`src/rtl/pfq_pkg.sv`:
```
package pfq_pkg;
  typedef logic [7:0] byte_t;

  // circular index add for a non-power-of-two ring
  function automatic int unsigned ring_add(input int unsigned base,
                                           input int unsigned off,
                                           input int unsigned depth);
    int unsigned s;
    s = base + off;
    if (s >= depth) s = s - depth;
    if (s >= depth) s = s - depth;
    return s;
  endfunction
endpackage

```
`src/rtl/pfq_ring.sv`:
```
module pfq_ring
  import pfq_pkg::*;
#(
  parameter int DEPTH = 6,
  localparam int CNT_W = $clog2(DEPTH + 1),
  localparam int IDX_W = (DEPTH > 1) ? $clog2(DEPTH) : 1
) (
  input  logic             clk,
  input  logic             rst_n,
  input  logic             flush,
  input  logic             pop,
  input  logic [1:0]       push_n,
  input  byte_t            push_b0,
  input  byte_t            push_b1,
  output byte_t            head,
  output logic [CNT_W-1:0] count
);
  byte_t            slot_q [DEPTH];
  logic [IDX_W-1:0] rd_q, rd_d;
  logic [CNT_W-1:0] cnt_q, cnt_d;
  logic [IDX_W-1:0] wr0, wr1;

  always_comb begin
    wr0 = IDX_W'(ring_add(int'(rd_q), int'(cnt_q), DEPTH));
    wr1 = IDX_W'(ring_add(int'(rd_q), int'(cnt_q) + 1, DEPTH));
    rd_d  = rd_q;
    cnt_d = cnt_q;
    if (flush) begin
      cnt_d = '0;
    end else begin
      if (pop) rd_d = IDX_W'(ring_add(int'(rd_q), 1, DEPTH));
      cnt_d = cnt_q + CNT_W'(push_n) - CNT_W'(pop);
    end
  end

  always_ff @(posedge clk or negedge rst_n) begin
    if (!rst_n) begin
      rd_q  <= '0;
      cnt_q <= '0;
    end else begin
      rd_q  <= rd_d;
      cnt_q <= cnt_d;
    end
  end

  for (genvar i = 0; i < DEPTH; i++) begin : g_slot
    logic  we;
    byte_t wd;
    always_comb begin
      we = 1'b0;
      wd = push_b0;
      if (!flush && push_n != 2'd0 && wr0 == IDX_W'(i)) begin
        we = 1'b1;
        wd = push_b0;
      end else if (!flush && push_n == 2'd2 && wr1 == IDX_W'(i)) begin
        we = 1'b1;
        wd = push_b1;
      end
    end
    always_ff @(posedge clk) begin
      if (we) slot_q[i] <= wd;
    end
  end

  assign head  = slot_q[rd_q];
  assign count = cnt_q;

  a_r3_no_overflow: assert property (@(posedge clk) disable iff (!rst_n)
    cnt_q <= CNT_W'(DEPTH));
  a_r7_flush_empties: assert property (@(posedge clk) disable iff (!rst_n)
    flush |=> cnt_q == '0);
  a_r10_no_pop_empty: assert property (@(posedge clk) disable iff (!rst_n)
    pop |-> cnt_q != '0);
endmodule

```
`src/rtl/pfq_addr.sv`:
```
module pfq_addr #(
  parameter int SEG_W = 16,
  parameter int OFS_W = 16,
  parameter int ADDR_W = 20,
  parameter int SHIFT = 4,
  parameter logic [SEG_W-1:0] RESET_SEG = '1,
  parameter logic [OFS_W-1:0] RESET_OFS = '0
) (
  input  logic              clk,
  input  logic              rst_n,
  input  logic              load,
  input  logic [SEG_W-1:0]  load_seg,
  input  logic [OFS_W-1:0]  load_ofs,
  input  logic              adv,
  output logic [ADDR_W-1:0] addr,
  output logic              odd
);
  logic [SEG_W-1:0] seg_q, seg_d;
  logic [OFS_W-1:0] ofs_q, ofs_d;

  always_comb begin
    seg_d = seg_q;
    ofs_d = ofs_q;
    if (load) begin
      seg_d = load_seg;
      ofs_d = load_ofs;
    end else if (adv) begin
      ofs_d = ofs_q + (ofs_q[0] ? OFS_W'(1) : OFS_W'(2));
    end
  end

  always_ff @(posedge clk or negedge rst_n) begin
    if (!rst_n) begin
      seg_q <= RESET_SEG;
      ofs_q <= RESET_OFS;
    end else begin
      seg_q <= seg_d;
      ofs_q <= ofs_d;
    end
  end

  assign addr = (ADDR_W'(seg_q) << SHIFT) + ADDR_W'(ofs_q);
  assign odd  = ofs_q[0];

  a_r5_odd_aligns: assert property (@(posedge clk) disable iff (!rst_n)
    adv && !load && ofs_q[0] |=> !ofs_q[0]);
  a_r4_even_stays: assert property (@(posedge clk) disable iff (!rst_n)
    adv && !load && !ofs_q[0] |=> !ofs_q[0]);
endmodule

```
`src/rtl/prefetch_queue.sv`:
```
module prefetch_queue
  import pfq_pkg::*;
#(
  parameter int DEPTH = 6,
  parameter int SEG_W = 16,
  parameter int OFS_W = 16,
  parameter int ADDR_W = 20,
  parameter logic [SEG_W-1:0] RESET_SEG = '1,
  parameter logic [OFS_W-1:0] RESET_OFS = '0
) (
  input  logic              clk,
  input  logic              rst_n,
  input  logic              xfer_valid,
  input  logic [SEG_W-1:0]  xfer_seg,
  input  logic [OFS_W-1:0]  xfer_ofs,
  output logic              fetch_req,
  output logic [ADDR_W-1:0] fetch_addr,
  input  logic [15:0]       fetch_data,
  input  logic              fetch_rdy,
  output logic              out_valid,
  output logic [7:0]        out_byte,
  input  logic              out_ready
);
  localparam int CNT_W = $clog2(DEPTH + 1);
  localparam logic [CNT_W-1:0] ROOM_MAX = CNT_W'(DEPTH - 2);

  logic [CNT_W-1:0] count;
  byte_t            head;
  logic             odd, accept, q_empty, take, bypass, pop;
  byte_t            ret_b0, ret_b1, push_b0, push_b1;
  logic [1:0]       ret_n, push_n;

  pfq_addr #(
    .SEG_W(SEG_W), .OFS_W(OFS_W), .ADDR_W(ADDR_W), .SHIFT(4),
    .RESET_SEG(RESET_SEG), .RESET_OFS(RESET_OFS)
  ) u_addr (
    .clk(clk), .rst_n(rst_n),
    .load(xfer_valid), .load_seg(xfer_seg), .load_ofs(xfer_ofs),
    .adv(accept), .addr(fetch_addr), .odd(odd)
  );

  always_comb begin
    fetch_req = (count <= ROOM_MAX) && !xfer_valid;
    accept    = fetch_req && fetch_rdy;
    ret_b0    = odd ? fetch_data[15:8] : fetch_data[7:0];
    ret_b1    = fetch_data[15:8];
    ret_n     = odd ? 2'd1 : 2'd2;
    q_empty   = (count == '0);
    out_valid = !xfer_valid && (!q_empty || accept);
    out_byte  = q_empty ? ret_b0 : head;
    take      = out_valid && out_ready;
    bypass    = q_empty && take;
    pop       = take && !q_empty;
    push_n    = 2'd0;
    push_b0   = ret_b0;
    push_b1   = ret_b1;
    if (bypass) begin
      push_n  = ret_n - 2'd1;
      push_b0 = ret_b1;
    end else if (accept) begin
      push_n  = ret_n;
    end
  end

  pfq_ring #(.DEPTH(DEPTH)) u_ring (
    .clk(clk), .rst_n(rst_n), .flush(xfer_valid), .pop(pop),
    .push_n(push_n), .push_b0(push_b0), .push_b1(push_b1),
    .head(head), .count(count)
  );

  a_r3_req_room: assert property (@(posedge clk) disable iff (!rst_n)
    fetch_req |-> count <= ROOM_MAX);
  a_r7_quiet_on_xfer: assert property (@(posedge clk) disable iff (!rst_n)
    xfer_valid |-> !out_valid && !fetch_req);
  a_r2_addr_hold: assert property (@(posedge clk) disable iff (!rst_n)
    fetch_req && !fetch_rdy |=> xfer_valid || $stable(fetch_addr));
  a_r9_bypass_src: assert property (@(posedge clk) disable iff (!rst_n)
    out_valid && q_empty |-> fetch_rdy);
endmodule

```
`config.mk`:
```
export PLATFORM = sky130hd
export DESIGN_NAME = prefetch_queue
export DESIGN_NICKNAME = d
export VERILOG_FILES = /design/src/rtl/pfq_pkg.sv /design/src/rtl/pfq_ring.sv /design/src/rtl/pfq_addr.sv /design/src/rtl/prefetch_queue.sv
export SDC_FILE = /design/constraint.sdc
export NUM_CORES = 1
export LEC_CHECK = 0
export BUFFER_PORTS_ARGS = -buffer_cell sky130_fd_sc_hd__buf_4
export CORE_MARGIN = 2
export CORE_UTILIZATION = 53
export CTS_CLUSTER_SIZE = 16
export DETAILED_ROUTE_END_ITERATION = 10
export GPL_TIMING_DRIVEN = 0
export PLACE_DENSITY = 0.74
export SLEW_MARGIN = 20
export SYNTH_ARGS = -nofsm -noshare
export SYNTH_HDL_FRONTEND = slang
export SYNTH_HIERARCHICAL = 1
export SYNTH_SLANG_ARGS = --single-unit
```
`constraint.sdc`:
```
create_clock -name clk -period 8.5 [get_ports clk]
set_input_delay 0.85 -clock clk [delete_from_list [all_inputs] [get_ports clk]]
set_output_delay 0.85 -clock clk [all_outputs]
set_load 0.005 [all_outputs]
```
Yosys cells after proc, flatten, opt, wreduce, memory -nomap -nowiden
Memories as Yosys holds them, arrays and structs flattened.
Index checks and enable logic that the tools add are counted.

word-level totals
  memories = 1
  register bits after elaboration = 38
  input port bits = 53
  memory bits (writable) = 48

memories
  name           words  bits a word  rd ports  clocked after memory_dff  write ports  line            RTL
  u_ring.slot_q  6      8            1         0                         2            pfq_ring.sv:18  byte_t slot_q [DEPTH];

cells by class
  bitwise gates (word level) = 1
  order comparisons = 7
  reduce and logical (&&, ||, !) cells = 33
  multiplexer cells = 66
  equality and inequality tests = 11
  add/sub/neg operators = 15

operator list
  cell                                                   number
  >= comparator 32 x 3 -> 1 bit, second input constant   6
  two-way mux 32 bit                                     5
  two-way mux 8 bit                                      19
  subtractor 32 x 3 -> 32 bit, second input constant     3
  adder 3 x 32 -> 32 bit                                 1
  two-way mux 16 bit                                     2
  OR reduction 8 bit                                     4
  two-way mux 1 bit                                      28
  two-way mux 3 bit                                      8
  adder 20 x 16 -> 20 bit                                1
  logical AND 1 bit                                      20
  adder 16 bit                                           1
  == test 3 x 2 -> 1 bit, second input constant          4
  == test 3 bit, second input constant                   4
  zero test 3 bit                                        3
  subtractor 3 bit, second input constant                3
  adder 3 x 1 -> 4 bit, second input constant            2
  two-way mux 2 bit                                      4
  == test 3 x 1 -> 1 bit, second input constant          2
  adder 3 x 3 -> 4 bit                                   1
  nonzero test 2 bit                                     2
  adder 3 x 2 -> 3 bit                                   1
  less-or-equal comparator 3 bit, second input constant  1
  subtractor 3 x 1 -> 3 bit                              1
  other kinds (6)                                        7

Logic depth before layout (Yosys ltp)
Gate-level depths: netlist of run 1.

  depth after elaboration = 18
  mapped depth = 16
  mapped depth without buffers = 14

Cells and area by module
Netlist of run 1, hierarchy kept.

by module, submodules not included
  module          instances  area an instance (sq um)  cells each
  pfq_ring        1          3533.4                    262
  pfq_addr        1          2122.0                    220
  prefetch_queue  1          364.1                     48

Worst setup path before layout of run 1
OpenSTA, ideal clock, no wires.

  path kind = register to register
  start point = reg u_ring.rd_q[0]
  end point = mem u_ring/slot_q[0][0] (netlist bit) (enable)
  arrival time = 3.680 ns
  clock period less this slack = 4.078 ns
  stages on the path, launching flop included = 17
  slack = 4.422 ns
  path through = dfrtp_1 > buf_2 > clkbuf_1 > inv_1 > ha_1 > inv_1 > fa_1 > xnor2_2 > inv_1 > ha_1 > inv_1 > ha_1 > nor2b_1 > o31ai_1 > nor3b_1 > o21ai_4 > o41ai_1

RTL lines
  what                      line            RTL
  start: declaration        pfq_ring.sv:19  logic [IDX_W-1:0] rd_q, rd_d;
  start signal: assignment  pfq_ring.sv:41  rd_q <= rd_d;
  end: declaration          pfq_ring.sv:18

==> summary.md, run 1 <==
| Metric | Value |
|---|---|
| GPL Wtd Cong | `roughly 0.89` |
| Met3 Use GR | `around 6.4%` |
| Crit-path max cell delay | `approximately 640 ps` |
| Final WL | `about 15000 um` |
| Share of post-route cells with drive strength above 1 | `a little under two fifths` |
| Vias in the first global route | `between 4000 and 5000` |
| CP max FO | `10` |
| Final ANT Viol Nets | `0` |
| PostCTS Resize Cnt | `0` |
| Status | `complete, no violations` |
| Via Count | `4571` |
| Crit. End Element | `flop` |
| Worst hold margin | `roughly 460 ps` |
| Leading area contributor after synthesis | `edfxtp_1` |
| Die height | `between 100 and 150 um` |
| Worst setup SP type | `flop` |
| Clock sinks | `86` |
| Main combinational cell family by area after synthesis | `multiplexers` |
| # Post-CTS Setup Buffers | `0` |
| Top-count cell post-synth | `mux2_2` |
| Netlist Area Pre-Place | `between 6000 and 7000 sq um` |
| Pwr per Cell Area | `344 nW/um^2` |
| H-tree level count | `3` |
| Port Buffers | `around 80` |
| Compound-Gate Fraction of Synth Area | `around an eighth` |
| Cts hold-fix bufs | `0` |
| Rows | `38` |
| Setup ws final | `~3600 ps` |
| Peak Freq | `between 200 and 250 MHz` |
| Clock Tree Buf Depth | `2` |
| Max Slew Vio Count | `0` |
| Placed Cells | `756` |
| Die Wd | `111 um` |
| Worst setup path class | `flop to flop` |
| Initial Util | `54.8%` |
| Drt pass-1 iters | `5` |
| RSZ-0062 raised after global routing | `no` |
| Post-layout net count | `between 700 and 800` |
| Worst path cell trace | `buf_2, clkbuf_1, inv_1, ha_1, inv_1, fa_1, xnor2_2, inv_1, ha_1, inv_1, ha_1, nor2b_1, o31ai_1, nor3b_1, o21ai_4, o41ai_2, buf_4` |
| Syn nets | `~620` |
| First-pass GRT wire length | `between 20000 and 25000 um` |
| Setup TNS | `0 ps` |
| CTS clk-pin slew, worst paths | `around 60 ps` |
| Distinct cells, synth | `72` |
| Crit path arrival time | `around 5000 ps` |
| WL per Instance | `about 19 um` |
| Pin count of the biggest net entering global routing | `39` |
| Register area share after synthesis | `40.1%` |
| Clock root buffer | `clkbuf_16` |
| EDFF count, synth | `between 40 and 50` |
| Area share of the largest cell type after synthesis | `a little under a quarter` |
| Pleak | `approximately 2.9 nW` |
| Worst-Margin Slew | `approximately 860 ps` |
| Clk_lat worst skew | `around 350 ps` |
| GR peak layer | `met2` |
| WP data required | `between 8000 and 9000 ps` |
| Worst Clk Skew | `between 6 and 7 ps` |
| Warnings, synthesis | `6` |
| Pre-CTS WS | `3570 ps` |
| Syn avg cell area | `11.4 sq um` |
| Max-Cap Viols | `0` |
| Asr flop ratio synth | `roughly 44%` |
| Mux share of post-synthesis cell area | `between 20% and 30%` |
| Most frequent cells after synthesis | `mux2_2 (67), edfxtp_1 (48), nand2_1 (40)` |
| Antenna fix cells | `0` |
| Adder-Cell Fraction of Synth Area | `between 7 and 8%` |
| Grt ovf | `0` |
| Post-synthesis register bit count | `86` |
| CTS tree | `done` |
| Grt met2 use | `42.8%` |
| All-layer global routing usage | `roughly a quarter` |
| Synth-to-Final Area Change | `19.4%` |
| Vias per cell | `5.92` |
| Core Area | `about 11000 sq um` |
| Final std cells w/o fill | `772` |
| Antenna violations before repair | `0` |
| Max transition margin | `41.8%` |
| Cell mode on critical path | `inv_1` |
| Peak supply drop | `between 0.3 and 0.4 mV` |
| Hold WC Path Type | `primary input to asynchronous set/reset pin` |
| CP max-delay cell | `clkbuf_1` |
| Initial DRC count | `approximately 290` |
| Die footprint | `roughly 12000 sq um` |
| Drt drc | `0` |
| M1 GR Usage | `30.2%` |
| Synthesized instance count | `530` |
| Hpwl dp | `between 10000 and 15000 um` |
| Num ports | `83` |
| Final worst path period share | `roughly 58%` |
| Setup-failing EPs final | `0` |
| Simple-gate share of the synthesized area | `about 11%` |
| Tot Pwr | `between 0.002 and 0.0025 W` |
| Cts bufs inserted | `9` |
| Synth area leaders | `edfxtp_1 (24%), mux2_2 (13%), dfrtp_1 (9.1%), dfstp_2 (7.0%), ha_1 (6.2%)` |
| Hold Vio Cnt, Final | `0` |
| Post-Synth XOR/XNOR Area | `5.07%` |
| Most used DFF post-synth | `edfxtp_1` |
| Fill count | `about 870` |
| Crit path time final | `a little under 5000 ps` |
-- per-layer routing --
layer	vias to the layer above	routed length [um]
met4	0	216
met5	-	0
met2	160	7560
met3	25	832
met1	2215	6130
li1	2171	-
-- stage by stage --
stage / cell area, sq um / util [%]
2_1_floorplan: 6020 / -
3_3_place_gp: 6810 / 62.0
3_5_place_dp: 6860 / 62.5
4_1_cts: 7190 / 65.4
5_1_grt: 7190 / 65.4
6_report: 7190 / 65.4
-- path summary, 6_finish.rpt --
kind | startpoint | end | cells after the start | slack (ps)
max | u_ring/rd_q[0]$_DFFE_PN0P_ | u_ring/slot_q[0][3]$_DFFE_PP_ | 17 | 3570
min | rst_n | u_addr/ofs_q[5]$_DFFE_PN0P_ | 1 | 460
max reg2reg | u_ring/rd_q[0]$_DFFE_PN0P_ | u_ring/slot_q[0][3]$_DFFE_PP_ | 17 | 3570
min reg2reg | u_addr/ofs_q[15]$_DFFE_PN0P_ | u_addr/ofs_q[15]$_DFFE_PN0P_ | 2 | 600
max in group asynchronous | rst_n | u_addr/seg_q[14]$_DFFE_PN1P_ | 1 | 7660
min in group clk | u_addr/ofs_q[15]$_DFFE_PN0P_ | u_addr/ofs_q[15]$_DFFE_PN0P_ | 2 | 600
-- worst max-delay path: cells and delay by family (launching register included) --
kind                       cells  cell delay [ps]
DFF                            1              400
xor gates and xnor gates       1              150
and+or+nand+nor                2              810
AOI/OAI and AO/OA              3              660
adders and majority gates      4              950
buffers and inverters          7             1640
-- cells in the final DEF, fill, tap and decap left out, drive strengths merged, types with 5 or more instances in the layout --
| cell type | Yosys | final |
|---|---|---|
| nand3 | 11 | 11 |
| nor3 | 10 | 10 |
| edfxtp | 48 | 48 |
| inv | 22 | 23 |
| o31ai | 7 | 7 |
| clkbuf | 11 | 20 |
| o21ai | 31 | 31 |
| ha | 30 | 30 |
| nand2b | 6 | 6 |
| nor3b | 5 | 5 |
| dfrtp | 22 | 22 |
| nor2 | 27 | 27 |
| mux2i | 18 | 18 |
| xor2 | 14 | 14 |
| nor2b | 6 | 6 |
| dfstp | 16 | 16 |
| buf | 11 | 97 |
| xnor2 | 20 | 20 |
| a21o | 5 | 5 |
| nand2 | 41 | 41 |
| mux2 | 74 | 74 |
| mux4 | 8 | 8 |
| a21oi | 34 | 34 |
-- layout make-up --
class / count / area, sq um / area share, %
Multi-Input combinational cell: 400 / 3430 / 47.8
Inverter: 22 / 82.6 / 1.15
Clock buffer: 9 / 225 / 3.13
Sequential cell: 86 / 2410 / 33.6
Clock inverter: 7 / 97.6 / 1.36
Timing Repair Buffer: 86 / 643 / 8.95
Buffer: 22 / 116 / 1.62
Tap cell: 140 / 175 / 2.44
-- flip-flops by register name, indices dropped and copies added (netlist names) --
| register | cells |
|---|---|
| u_ring/rd_q | 3 |
| u_addr/ofs_q | 16 |
| u_ring/count | 3 |
| u_ring/slot_q | 48 |
| u_addr/seg_q | 16 |
-- cell families (layout without fill, tap and decap cells) --
logic type	count (synthesis)	after routing
flip-flops	86	86
AO/OA/AOI/OAI	107	107
XOR/XNOR	34	34
adder cells (fa/ha/maj)	34	34
AND/OR/NAND/NOR	125	125
multiplexers	100	100
buffers and inverters	44	146
-- report_power, final --
group	switching, W	total (W)	internal (W)
clock network	0.000169	0.000428	0.000259
registers	0.0000469	0.000585	0.000538
logic	0.000833	0.00146	0.000627
total	0.00105	0.00247	0.00142
Note: power is estimated with default switching activity, not from simulation.
==> inputs of run 2 (changes only) <==
- clock period: 8.5 -> 4.6 ns (I/O delays scaled with it)
==> summary.md, run 2 (synthesis results as in run 1) <==
| Metric | Value |
|---|---|
| Core Area | `about 11000 sq um` |
| Crit-path max cell delay | `around 620 ps` |
| All-layer global routing usage | `between 20% and 30%` |
| Clock Tree Buf Depth | `2` |
| Rows | `38` |
| Worst path top cell family by delay | `adder cells` |
| Pleak | `2.88 nW` |
| Crit path arrival time | `roughly 4400 ps` |
| Cts bufs inserted | `9` |
| Worst setup path class | `flop to flop` |
| Hpwl dp | `between 10000 and 15000 um` |
| Clock root buffer | `clkbuf_16` |
| Commonest non-fill, non-tap cell in the layout | `buf_4` |
| Reg with most FFs | `u_ring/slot_q` |
| # Post-CTS Setup Buffers | `0` |
| Crit path time final | `4340 ps` |
| Worst-Margin Slew | `between 600 and 700 ps` |
| WL per Instance | `19.1 um` |
| Internal power | `about 0.0026 W` |
| Sw frac | `a little over two fifths` |
| Initial Util | `54.8%` |
| Status | `complete, no violations` |
| RSZ-0062 raised after global routing | `no` |
| Post-Route Utilization | `between 60 and 70%` |
| Max-Cap Viols | `0` |
| Cell mode on critical path | `inv_1` |
| CP Buf/Inv Count | `6` |
| Share of post-route cells with drive strength above 1 | `37.2%` |
| Peak Freq | `230 MHz` |
| Synth-to-Final Area Change | `19.6%` |
| Die footprint | `12200 sq um` |
| Worst path cell trace | `clkbuf_4, inv_1, ha_1, inv_1, fa_1, xnor2_2, inv_1, ha_1, inv_1, ha_1, nor2b_1, o31ai_1, nor3_2, o31ai_4, o41ai_2, buf_2` |
| Max Slew Vio Count | `0` |
| Num ports | `83` |
| Final WL | `roughly 15000 um` |
| Clk_lat worst skew | `about 350 ps` |
| Worst R2R End | `u_ring/slot_q[4][2]$_DFFE_PP_` |
| GPL Wtd Cong | `~0.9` |
| Commonest cells after routing, fill and taps aside | `buf_4 (90), mux2_2 (67), edfxtp_1 (48)` |
| Worst hold margin | `a little under 80 ps` |
| CP max-delay cell | `o31ai_4` |
| WP data required | `around 4700 ps` |
| Flop pwr share | `around a quarter` |
| Vias per cell | `5.91` |
| First-pass GRT wire length | `23900 um` |
| Grt ovf | `0` |
| Setup TNS | `0 ps` |
| Final ANT Viol Nets | `0` |
| Die height | `111 um` |
| Die Wd | `approximately 110 um` |
| Psw | `a little under 0.002 W` |
| H-tree level count | `3` |
| Clock Power Share | `17.2%` |
| Pin count of the biggest net entering global routing | `39` |
| Port Buffers | `82` |
| Peak supply drop | `between 0.5 and 0.6 mV` |
| Max FFs per register | `48` |
| R2R cell count | `16` |
| Hold WC Path Type | `primary input to asynchronous set/reset pin` |
| Post-layout net count | `slightly above 700` |
| Drt pass-1 iters | `5` |
| Drt drc | `0` |
| Worst setup SP type | `flop` |
| Via Count | `4553` |
| CTS clk-pin slew, worst paths | `approximately 60 ps` |
| Clock sinks | `86` |
| Final worst path period share | `between 90% and 100%` |
| R2R setup slack | `roughly 260 ps` |
| Gate power share | `roughly three fifths` |
| Initial DRC count | `approximately 310` |
| Antenna violations before repair | `0` |
| Antenna fix cells | `0` |
| Setup-failing EPs final | `0` |
| Vias in the first global route | `around 4700` |
| CP max FO | `19` |
| RR Startpoint | `u_ring/rd_q[0]$_DFFE_PN0P_` |
| Pwr per Cell Area | `~640 nW/um^2` |
| Cts hold-fix bufs | `0` |
| CTS tree | `done` |
| Worst Clk Skew | `around 5.2 ps` |
| Top flop regs | `u_ring/slot_q: 48 flops, u_addr/ofs_q: 16 flops, u_addr/seg_q: 16 flops` |
| Crit. End Element | `flop` |
| Max transition margin | `55.5%` |
| Hold Vio Cnt, Final | `0` |
==> run 2: cell types whose count changed in the layout (fill, tap and decap cells not counted) <==
cell	previous run	this run
clkbuf_2	1	2
o41ai_2	2	1
clkbuf_4	0	1
nor3b_1	5	4
nor3b_2	0	1
o41ai_4	0	1
buf_2	6	5
clkbuf_1	10	8
==> run 2: worst reg2reg max path, cell delays in order (launching register included) <==
cell and delay [ps]:
dfrtp_1 420, clkbuf_4 320, inv_1 120, ha_1 170, inv_1 90, fa_1 470
xnor2_2 330, inv_1 90, ha_1 210, inv_1 60, ha_1 210, nor2b_1 160
o31ai_1 150, nor3_2 160, o31ai_4 620, o41ai_2 280, buf_2 250
==> run 2: routing by layer <==
metal | GRT usage, % | up-vias | share of wire [%]
met5 | 0 | - | 0
met4 | 8.83 | 0 | 1.4
met3 | 6.31 | 21 | 5.7
met2 | 42.8 | 148 | 51
met1 | 29.9 | 2216 | 42
li1 | - | 2168 | -
==> run 2: area by class of cell <==
cell class,instances,area (sq um)
Buffer,21,116
Clock buffer,9,225
Clock inverter,7,97.6
Fill cell,870,3780
Inverter,22,82.6
Multi-Input combinational cell,400,3450
Sequential cell,86,2410
Tap cell,140,175
Timing Repair Buffer,86,643
==> run 2: power groups by stage <==
stage,sequential [W],combinational [W],clock (W)
2_1_floorplan,0.00107,0.00194,0
3_3_place_gp,0.00109,0.00250,0
3_5_place_dp,0.00109,0.00266,0
4_1_cts,0.00108,0.00267,0.000805
5_1_grt,0.00109,0.00296,0.000835
6_report,0.00108,0.00272,0.000788
==> run 2: through the flow <==
| step | setup WS (ps) | power [W] | instance area (sq um) | cells |
|---|---|---|---|---|
| detailed placement | -331 | 0.00376 | 6860 | 756 |
| global route | 24.7 | 0.00489 | 7200 | 771 |
| finish | 259 | 0.00459 | 7200 | 771 |
| global placement | -607 | 0.00359 | 6810 | 752 |
| floorplan | 522 | 0.00301 | 6020 | 530 |
| CTS | 149 | 0.00456 | 7180 | 771 |
==> run 2: what timing repair did <==
item	4_1_cts	5_1_grt
gates resized for setup	0	5
hold endpoints to repair	0	0
pin swaps	0	1
setup endpoints to repair	89	19
==> run 2: how the worst max path moves through the flow <==
stage	from	endpoint	slack, ps	cells after the start
after floorplan	u_ring/rd_q[0]$_DFFE_PN0P_	u_ring/slot_q[0][0]$_DFFE_PP_	520	16
after CTS	u_ring/rd_q[0]$_DFFE_PN0P_	u_ring/slot_q[0][7]$_DFFE_PP_	150	16
after global placement	u_ring/rd_q[1]$_DFFE_PN0P_	u_ring/slot_q[4][3]$_DFFE_PP_	-610	11
after detailed placement	u_ring/rd_q[0]$_DFFE_PN0P_	u_ring/slot_q[0][2]$_DFFE_PP_	-330	17
after global routing	u_ring/rd_q[0]$_DFFE_PN0P_	u_ring/slot_q[4][2]$_DFFE_PP_	20	16
final	u_ring/rd_q[0]$_DFFE_PN0P_	u_ring/slot_q[4][2]$_DFFE_PP_	260	16
